$ cat src/rtl/vend_pkg.sv
package vend_pkg;
    typedef enum logic [1:0] {
        ST_IDLE  = 2'd0,
        ST_JUDGE = 2'd1,
        ST_PAY   = 2'd2,
        ST_DENY  = 2'd3
    } vend_state_t;
endpackage

$ cat src/rtl/rise_det.sv
module rise_det #(
    parameter int N = 3
) (
    input  logic         clk,
    input  logic         rst,
    input  logic [N-1:0] din,
    output logic [N-1:0] rise
);
    logic [N-1:0] prev_q;

    always_ff @(posedge clk) begin
        if (rst) prev_q <= '0;
        else     prev_q <= din;
    end

    for (genvar g = 0; g < N; g++) begin : g_bit
        assign rise[g] = din[g] & ~prev_q[g];

        // a held button yields one edge only
        p_single_pulse_r2: assert property (@(posedge clk) disable iff (rst)
            rise[g] |=> !rise[g]);
    end
endmodule

$ cat src/rtl/vend_credit.sv
module vend_credit #(
    parameter int CW = 8,
    parameter int PW = 5
) (
    input  logic          clk,
    input  logic          rst,
    input  logic          add_en,
    input  logic [CW-1:0] add_amt,
    input  logic          sub_en,
    input  logic [PW-1:0] price,
    output logic [CW-1:0] credit,
    output logic          enough
);
    logic [CW-1:0] credit_q;
    logic [CW:0]   opnd;
    logic [CW:0]   res;

    // single adder/subtractor: operand mux, invert and carry-in for subtract
    always_comb begin
        opnd = sub_en ? {{(CW+1-PW){1'b0}}, price} : {1'b0, add_amt};
        res  = {1'b0, credit_q} + (opnd ^ {(CW+1){sub_en}}) + {{CW{1'b0}}, sub_en};
    end

    always_ff @(posedge clk) begin
        if (rst)
            credit_q <= '0;
        else if (sub_en || add_en)
            credit_q <= (!sub_en && res[CW]) ? {CW{1'b1}} : res[CW-1:0];
    end

    assign credit = credit_q;
    assign enough = credit_q >= {{(CW-PW){1'b0}}, price};

    // a deduction is only requested when credit covers the price
    p_no_underflow_r4: assert property (@(posedge clk) disable iff (rst)
        sub_en |-> enough);
    // adding a coin never makes credit smaller
    p_no_wrap_r3: assert property (@(posedge clk) disable iff (rst)
        (add_en && !sub_en) |=> credit_q >= $past(credit_q));
endmodule

$ cat src/rtl/coin_tally.sv
module coin_tally #(
    parameter int NW    = 6,
    parameter int LIMIT = 20
) (
    input  logic       clk,
    input  logic       rst,
    input  logic [1:0] inc,
    output logic       full
);
    localparam logic [NW-1:0] CMAX = {NW{1'b1}};
    localparam logic [NW-1:0] LIM  = NW'(LIMIT);

    logic [NW-1:0] count_q;
    logic [NW:0]   sum;

    assign sum = {1'b0, count_q} + {{(NW-1){1'b0}}, inc};

    always_ff @(posedge clk) begin
        if (rst)         count_q <= '0;
        else if (sum[NW]) count_q <= CMAX;
        else             count_q <= sum[NW-1:0];
    end

    assign full = count_q > LIM;

    // the full flag only appears after a coin was counted
    p_full_after_coin_r7: assert property (@(posedge clk) disable iff (rst)
        $rose(full) |-> $past(inc != 2'd0));
endmodule

$ cat src/rtl/vend_fsm.sv
module vend_fsm
    import vend_pkg::*;
(
    input  logic clk,
    input  logic rst,
    input  logic buy_rise,
    input  logic buy_lvl,
    input  logic coin_seen,
    input  logic enough,
    output logic add_en,
    output logic sub_en,
    output logic release_o,
    output logic alarm_o
);
    vend_state_t st_q, st_d;

    always_ff @(posedge clk) begin
        if (rst) st_q <= ST_IDLE;
        else     st_q <= st_d;
    end

    always_comb begin
        st_d = st_q;
        unique case (st_q)
            ST_IDLE:  if (buy_rise) st_d = ST_JUDGE;
            ST_JUDGE: if (!coin_seen) st_d = enough ? ST_PAY : ST_DENY;
            ST_PAY:   if (!buy_lvl) st_d = ST_IDLE;
            ST_DENY:  if (!buy_lvl) st_d = ST_IDLE;
            default:  st_d = ST_IDLE;
        endcase
    end

    always_comb begin
        add_en    = coin_seen;
        sub_en    = 1'b0;
        release_o = 1'b0;
        alarm_o   = 1'b0;
        unique case (st_q)
            ST_IDLE:  ;
            ST_JUDGE: sub_en = !coin_seen && enough;
            ST_PAY:   release_o = 1'b1;
            ST_DENY:  alarm_o = 1'b1;
            default:  ;
        endcase
    end

    // JUDGE waits only while coins arrive
    p_judge_leaves_r6: assert property (@(posedge clk) disable iff (rst)
        (st_q == ST_JUDGE && !coin_seen) |=> st_q != ST_JUDGE);
    // outputs end once buy is sampled low
    p_hold_ends_r4: assert property (@(posedge clk) disable iff (rst)
        ((st_q == ST_PAY || st_q == ST_DENY) && !buy_lvl) |=> st_q == ST_IDLE);
endmodule

$ cat src/rtl/vend_ctrl.sv
module vend_ctrl #(
    parameter int CW       = 8,
    parameter int PW       = 5,
    parameter int CNT_W    = 6,
    parameter int FULL_LIM = 20,
    parameter int COIN_LO  = 2,
    parameter int COIN_HI  = 5
) (
    input  logic          clk,
    input  logic          rst,
    input  logic [PW-1:0] price_sw,
    input  logic          coin_two,
    input  logic          coin_five,
    input  logic          buy_btn,
    output logic          release_o,
    output logic          alarm_o,
    output logic          full_o,
    output logic [PW-1:0] price_o,
    output logic [CW-1:0] credit_o
);
    localparam int NBTN = 3;

    logic [NBTN-1:0] rise;
    logic [CW-1:0]   add_amt;
    logic            add_en, sub_en, enough;

    rise_det #(.N(NBTN)) u_edge (
        .clk (clk),
        .rst (rst),
        .din ({buy_btn, coin_five, coin_two}),
        .rise(rise)
    );

    assign add_amt = (rise[0] ? CW'(COIN_LO) : '0) + (rise[1] ? CW'(COIN_HI) : '0);

    vend_fsm u_fsm (
        .clk      (clk),
        .rst      (rst),
        .buy_rise (rise[2]),
        .buy_lvl  (buy_btn),
        .coin_seen(rise[0] | rise[1]),
        .enough   (enough),
        .add_en   (add_en),
        .sub_en   (sub_en),
        .release_o(release_o),
        .alarm_o  (alarm_o)
    );

    vend_credit #(.CW(CW), .PW(PW)) u_dp (
        .clk    (clk),
        .rst    (rst),
        .add_en (add_en),
        .add_amt(add_amt),
        .sub_en (sub_en),
        .price  (price_sw),
        .credit (credit_o),
        .enough (enough)
    );

    coin_tally #(.NW(CNT_W), .LIMIT(FULL_LIM)) u_tally (
        .clk (clk),
        .rst (rst),
        .inc ({1'b0, rise[0]} + {1'b0, rise[1]}),
        .full(full_o)
    );

    assign price_o = price_sw;

    // release and alarm are exclusive
    p_excl_r9: assert property (@(posedge clk) disable iff (rst)
        !(release_o && alarm_o));
    // entering the alarm state leaves credit untouched
    p_alarm_keeps_credit_r5: assert property (@(posedge clk) disable iff (rst)
        $rose(alarm_o) |-> credit_o == $past(credit_o));
    // the release cycle shows the credit reduced by the price
    p_release_charges_r4: assert property (@(posedge clk) disable iff (rst)
        $rose(release_o) |-> credit_o == CW'($past(credit_o) - CW'($past(price_sw))));
endmodule

$ cat config.mk
export PLATFORM = sky130hd
export DESIGN_NAME = vend_ctrl
export DESIGN_NICKNAME = d
export VERILOG_FILES = /design/src/rtl/vend_pkg.sv /design/src/rtl/rise_det.sv /design/src/rtl/vend_credit.sv /design/src/rtl/coin_tally.sv /design/src/rtl/vend_fsm.sv /design/src/rtl/vend_ctrl.sv
export SDC_FILE = /design/constraint.sdc
export NUM_CORES = 1
export LEC_CHECK = 0
export ABC_CLOCK_PERIOD_IN_PS = 8550
export BUFFER_PORTS_ARGS = -buffer_cell sky130_fd_sc_hd__clkbuf_2
export CAP_MARGIN = 20
export CORE_MARGIN = 8
export CORE_UTILIZATION = 55
export DETAILED_ROUTE_END_ITERATION = 8
export MAX_ROUTING_LAYER = met4
export PLACE_DENSITY_LB_ADDON = 0.2
export SYNTH_ARGS = -nofsm -noshare
export SYNTH_HDL_FRONTEND = slang
export SYNTH_SLANG_ARGS = --single-unit
$ cat constraint.sdc
create_clock -name clk -period 8.55 [get_ports clk]
set_input_delay 2.565 -clock clk [delete_from_list [all_inputs] [get_ports clk]]
set_output_delay 2.565 -clock clk [all_outputs]
set_load 0.02 [all_outputs]
; Yosys cells after proc, flatten, opt, wreduce, memory -nomap -nowiden
; Cells that the tools add are included.
; Widths: inputs -> output; s select.
[classes]
n_reduce_logical = 8
add_sub_neg = 5
bitwise = 8
n_mux = 13
eq_ne = 6
n_lt_le_gt_ge = 2
[ops]
columns = operator, n
row1 = $add 8x9->9, 1
row2 = $add 9x1->9, 1
row3 = $xor 9x9->9, 1
row4 = $ge 8x5->1, 1
row5 = $mux 2, 4
row6 = $mux 8, 1
row7 = $add 6x2->7, 1
row8 = $gt 6x5->1 const B, 1
row9 = $mux 6, 1
row10 = $pmux 2 s3, 1
row11 = $mux 5, 1
row12 = $add 2x3->4, 1
row13 = $eq 2x2->1 const B, 2
row14 = $mux 1, 4
row15 = $ne 2x2->1 const B, 2
row16 = $and 1x1->1, 3
row17 = $mux 3, 1
row18 = $not 1->1, 3
row19 = $reduce_and 3->1, 1
row20 = $add 1x1->2, 1
row21 = $eq 2x1->1 const B, 1
row22 = $logic_and 1x1->1, 2
row23 = $logic_not 1->1, 2
row24 = $logic_not 2->1, 1
row25 = other kinds (4), 4
[word_totals]
out_inout_bits = 16
reg_bits = 19

; Depth between registers and ports, before layout
[logic_depth]
word_depth = 12
depth_mapped = 17

; Cells and area by module
; From an unflattened synthesis, not the netlist that was laid out.
[unflattened]
cells_unflattened = 168
area_unflattened_um2 = 1432.6
[by_module_without_submodules]
columns = module, cells_each, area_per_inst_um2, n_inst, seq_area_each_um2
row1 = vend_credit, 101, 827.0, 1, 160.2
row2 = coin_tally, 35, 310.3, 1, 120.1
row3 = vend_fsm, 12, 112.6, 1, 40.0
row4 = rise_det, 9, 105.1, 1, 60.1
row5 = vend_ctrl, 11, 77.6, 1, 0.0

; Worst setup path after synthesis
; No wires, ideal clock.
[synth_path]
path_type = input port to flip-flop
startpoint = in price_sw[1]
endpoint = reg u_dp.credit_q[7] (netlist: u_dp.credit[7])
cell_stages = 16
arrival_ns = 5.292
setup_ns = 0.131
t_required_ns = 8.419
slack_ns = 3.126
cell_sequence = inv_1 ha_1 nor3b_1 a221oi_2 o221ai_2 nand2_2 o21ai_0 ha_1 nor2b_4 o31a_1 o2111ai_1 a21o_2 buf_6 or3b_1 mux2i_1 nor3_1
[synth_between]
elab_chain_len = 9
word_cells_on_any_way = 11
cone_classes = add/sub: 2 / order compare: 1 / mux: 3 / bitwise: 1 / reduce/logical: 4
[synth_lines]
columns = item, line
row1 = start: declaration, vend_ctrl.sv:11  ; input logic [PW-1:0] price_sw,
row2 = $ge 8x5->1, vend_credit.sv:32  ; assign enough = credit_q >= {{(CW-PW){1'b0}}, price};
row3 = $logic_and 1x1->1, vend_fsm.sv:40  ; ST_JUDGE: sub_en = !coin_seen && enough;
row4 = $mux 1, vend_fsm.sv:38  ; unique case (st_q)
row5 = $mux 5, vend_credit.sv:20  ; opnd = sub_en ? {{(CW+1-PW){1'b0}}, price} : {1'b0, add_amt};
row6 = $xor 9x9->9, vend_credit.sv:21  ; res = {1'b0, credit_q} + (opnd ^ {(CW+1){sub_en}}) + {{CW{1'b0}}, sub_en};
row7 = $add 8x9->9, vend_credit.sv:21
row8 = $add 9x1->9, vend_credit.sv:21
row9 = $logic_and 1x1->1, vend_credit.sv:28  ; credit_q <= (!sub_en && res[CW]) ? {CW{1'b1}} : res[CW-1:0];
row10 = $mux 8, vend_credit.sv:28
row11 = end signal: assignment, vend_credit.sv:28
row12 = end: declaration, vend_credit.sv:14  ; logic [CW-1:0] credit_q;
; Several ways; a longest one is shown, not always the timed one.
; A chain may end at the register's enable or synchronous reset.

; Worst setup path in the final report
; Ends and elaborated chain as after synthesis.

==> impl_metrics.tcl <==
set metrics [dict create \
    status "completed" \
    grt_start_max_net_pins 20 \
    worstMarginPinSlew_ns 0.623 \
    antenna_cells 0 \
    drc_errors 0 \
    ant_nets 0 \
    htreeDepth 1 \
    syn_nets 194 \
    numPortBuffers 25 \
    cts.sink_count 19 \
    cts.repair.resized 0 \
    drive_gt1_frac 0.209 \
    grt_use_total 0.166 \
    synth-async-reset-ratio 0 \
    relSlewSlack 0.585 \
    grt_pass1_vias 1249 \
    die_x_um 66.4 \
    yosys_warnings 0 \
    hold_class "flip-flop to flip-flop" \
    synth_top_area_cell "dfxtp_1" \
    period_share 0.644 \
    cts_made_buffers 3 \
    crit_fanout 10 \
    fmax_mhz 182 \
    critPathArrivalTime_ns 5.70 \
    root_buffer "clkbuf_4" \
    drt-pass1-iter-count 4 \
    final_util 0.624 \
    coreArea_um2 2450 \
    postLayoutSetupSlackWorst_ns 3.04 \
    row_count 18 \
    antenna_found_initial 0 \
    maxSlewViolCount 0 \
    vias 1327 \
    cts_tree "done" \
    nNetsFinal 216 \
    hold_violations 0 \
    wirelength_mm 3.26 \
    vdd_ir_drop_max_mv 0.0905 \
    fin_crit_ns 5.51 \
    clk_latency_ns 0.31 \
    rsz0062_at_grt "no" \
    die_area_um2 4410 \
    setup_tns_ns 0 \
    clk_pin_slew_ns 0.11 \
    critPathRequiredTime_ns 8.74 \
    ys.flop_type "dfxtp_1" \
    power_density_nw_per_um2 155 \
    ys_ff_latch 19 \
    grt_remaining_overflow 0 \
    clockBufferDepth 2 \
    ios 26 \
    grt_pass1_wl_mm 5.73 \
    synth-seq-area-share 0.272 \
    yosys.area.top_type_share 0.272 \
    avgViaCountPerCell 6.00 \
    max-cap-violations 0 \
    dp_slack_ns 2.73 \
    setup_viol_count_final 0 \
    ys_types 45 \
    synth_commonest_cells "22 x a21oi_1, 19 x dfxtp_1, 14 x inv_1" \
    start_util 0.570 \
    cts_hold_buf 0 \
    layoutNonFillerInstCount 221 \
    syn2layout_area_growth_pct 9.48 \
    synthMostInstantiatedCell "a21oi_1" \
    synthTopCellsByArea "dfxtp_1 27%, ha_1 11%, a21oi_1 7.9%" \
    synthCells 170 \
    cts_setup_buffers 0 \
    dr.first_iter.drc_count 97 \
    path_class "input pin to flip-flop" \
    crit_path_end_kind "flip-flop" \
    syn_area_um2 1400 \
    leakage_uw 0.000675 \
    p_total_uw 238 \
    routabilityCongestion 0.931 \
    synth_edf_count 0 \
    die_y_um 66.4 \
    placed_cells 217 \
    wl_per_cell_um 14.7 \
    fin_worst_skew_ns 0.0134 \
    hpwl_mm 2.54 \
    synth_area_per_cell_um2 8.23 \
    cp-start-kind "input pin" \
]
[placed cells by master (no fill, tap or decap), types with 2 or more instances in the layout]
| cell | instances |
|---|---|
| nor3_1 | 4 |
| xnor2_1 | 2 |
| o21ai_0 | 13 |
| nor4_1 | 3 |
| nand2b_1 | 2 |
| nor2b_4 | 2 |
| o21a_1 | 3 |
| nor2b_1 | 4 |
| clkbuf_4 | 3 |
| and2_1 | 2 |
| nor3b_1 | 3 |
| inv_1 | 14 |
| a21o_1 | 3 |
| fa_1 | 2 |
| nand3_1 | 4 |
| nor2_1 | 12 |
| clkbuf_2 | 25 |
| a211oi_1 | 2 |
| a21oi_1 | 22 |
| ha_1 | 12 |
| nand2_1 | 7 |
| dfxtp_1 | 19 |
| a21o_2 | 2 |
| a31oi_1 | 5 |
[flip-flops by register name, summed over array words and instances (netlist names)]
register,count
u_edge.prev_q,3
u_fsm.st_q,2
u_dp.credit,8
u_tally.count_q,6
[worst paths after layout]
path	start	slack, ns	cells after the start	end
worst max-delay path	price_sw[1]	3.04	17	u_dp.credit[7]
worst min-delay path	u_edge.prev_q[2]	0.56	3	u_fsm.st_q[0]
worst max register to register	u_dp.credit[1]	5.03	15	u_dp.credit[7]
worst min register to register	u_edge.prev_q[2]	0.56	3	u_fsm.st_q[0]
[final cells by class]
| type | count | area, um^2 |
|---|---|---|
| Fill cell | 254 | 923 |
| Multi-Input combinational cell | 127 | 897 |
| Sequential cell | 19 | 380 |
| Timing Repair Buffer | 25 | 125 |
| Inverter | 16 | 65.1 |
| Tap cell | 30 | 37.5 |
| Clock buffer | 4 | 26.3 |
[critical path, cell delays in order]
cell,delay [ns]
clkbuf_2,0.10
inv_1,0.04
ha_1,0.30
nor3b_1,0.15
a221oi_2,0.21
o221ai_2,0.20
nand2_2,0.20
inv_2,0.11
o21ai_0,0.23
fa_1,0.28
nor2b_4,0.06
o31a_1,0.27
o2111ai_1,0.18
a21o_2,0.27
or3b_1,0.36
mux2i_1,0.13
nor3_1,0.06
[stage by stage]
step,instance area (um^2),hold slack (ns)
final,1530,0.555
after global routing,1530,0.574
after CTS,1530,0.561
after detailed placement,1510,0.534
after global placement,1510,0.527
after floorplan,1400,0.490
[cells by family (layout without fill, tap and decap cells)]
group                    after synthesis  count (layout)  synth area share
AO/OA/AOI/OAI                         59              59             0.273
XOR/XNOR                               3               3            0.0188
adder cells (fa/ha/maj)               14              14             0.136
buffers and inverters                 24              45            0.0868
flip-flops                            19              19             0.272
multiplexers                           1               1           0.00716
AND/OR/NAND/NOR                       50              50             0.207
[report_power, final]
group          internal, uW  switching [uW]  total [uW]
clock                  18.2            28.5        46.7
sequential             96.8            9.20         106
combinational          35.1            50.2        85.2
[layer usage]
| layer | routed length, um | up-vias | GRT usage |
|---|---|---|---|
| li1 | - | 657 | - |
| met1 | 1430 | 609 | 0.199 |
| met2 | 1530 | 54 | 0.269 |
| met3 | 248 | 7 | 0.0305 |
| met4 | 48 | 0 | 0.0613 |
| met5 | 0 | - | - |
No activity file was read; power rests on OpenSTA's default activity.
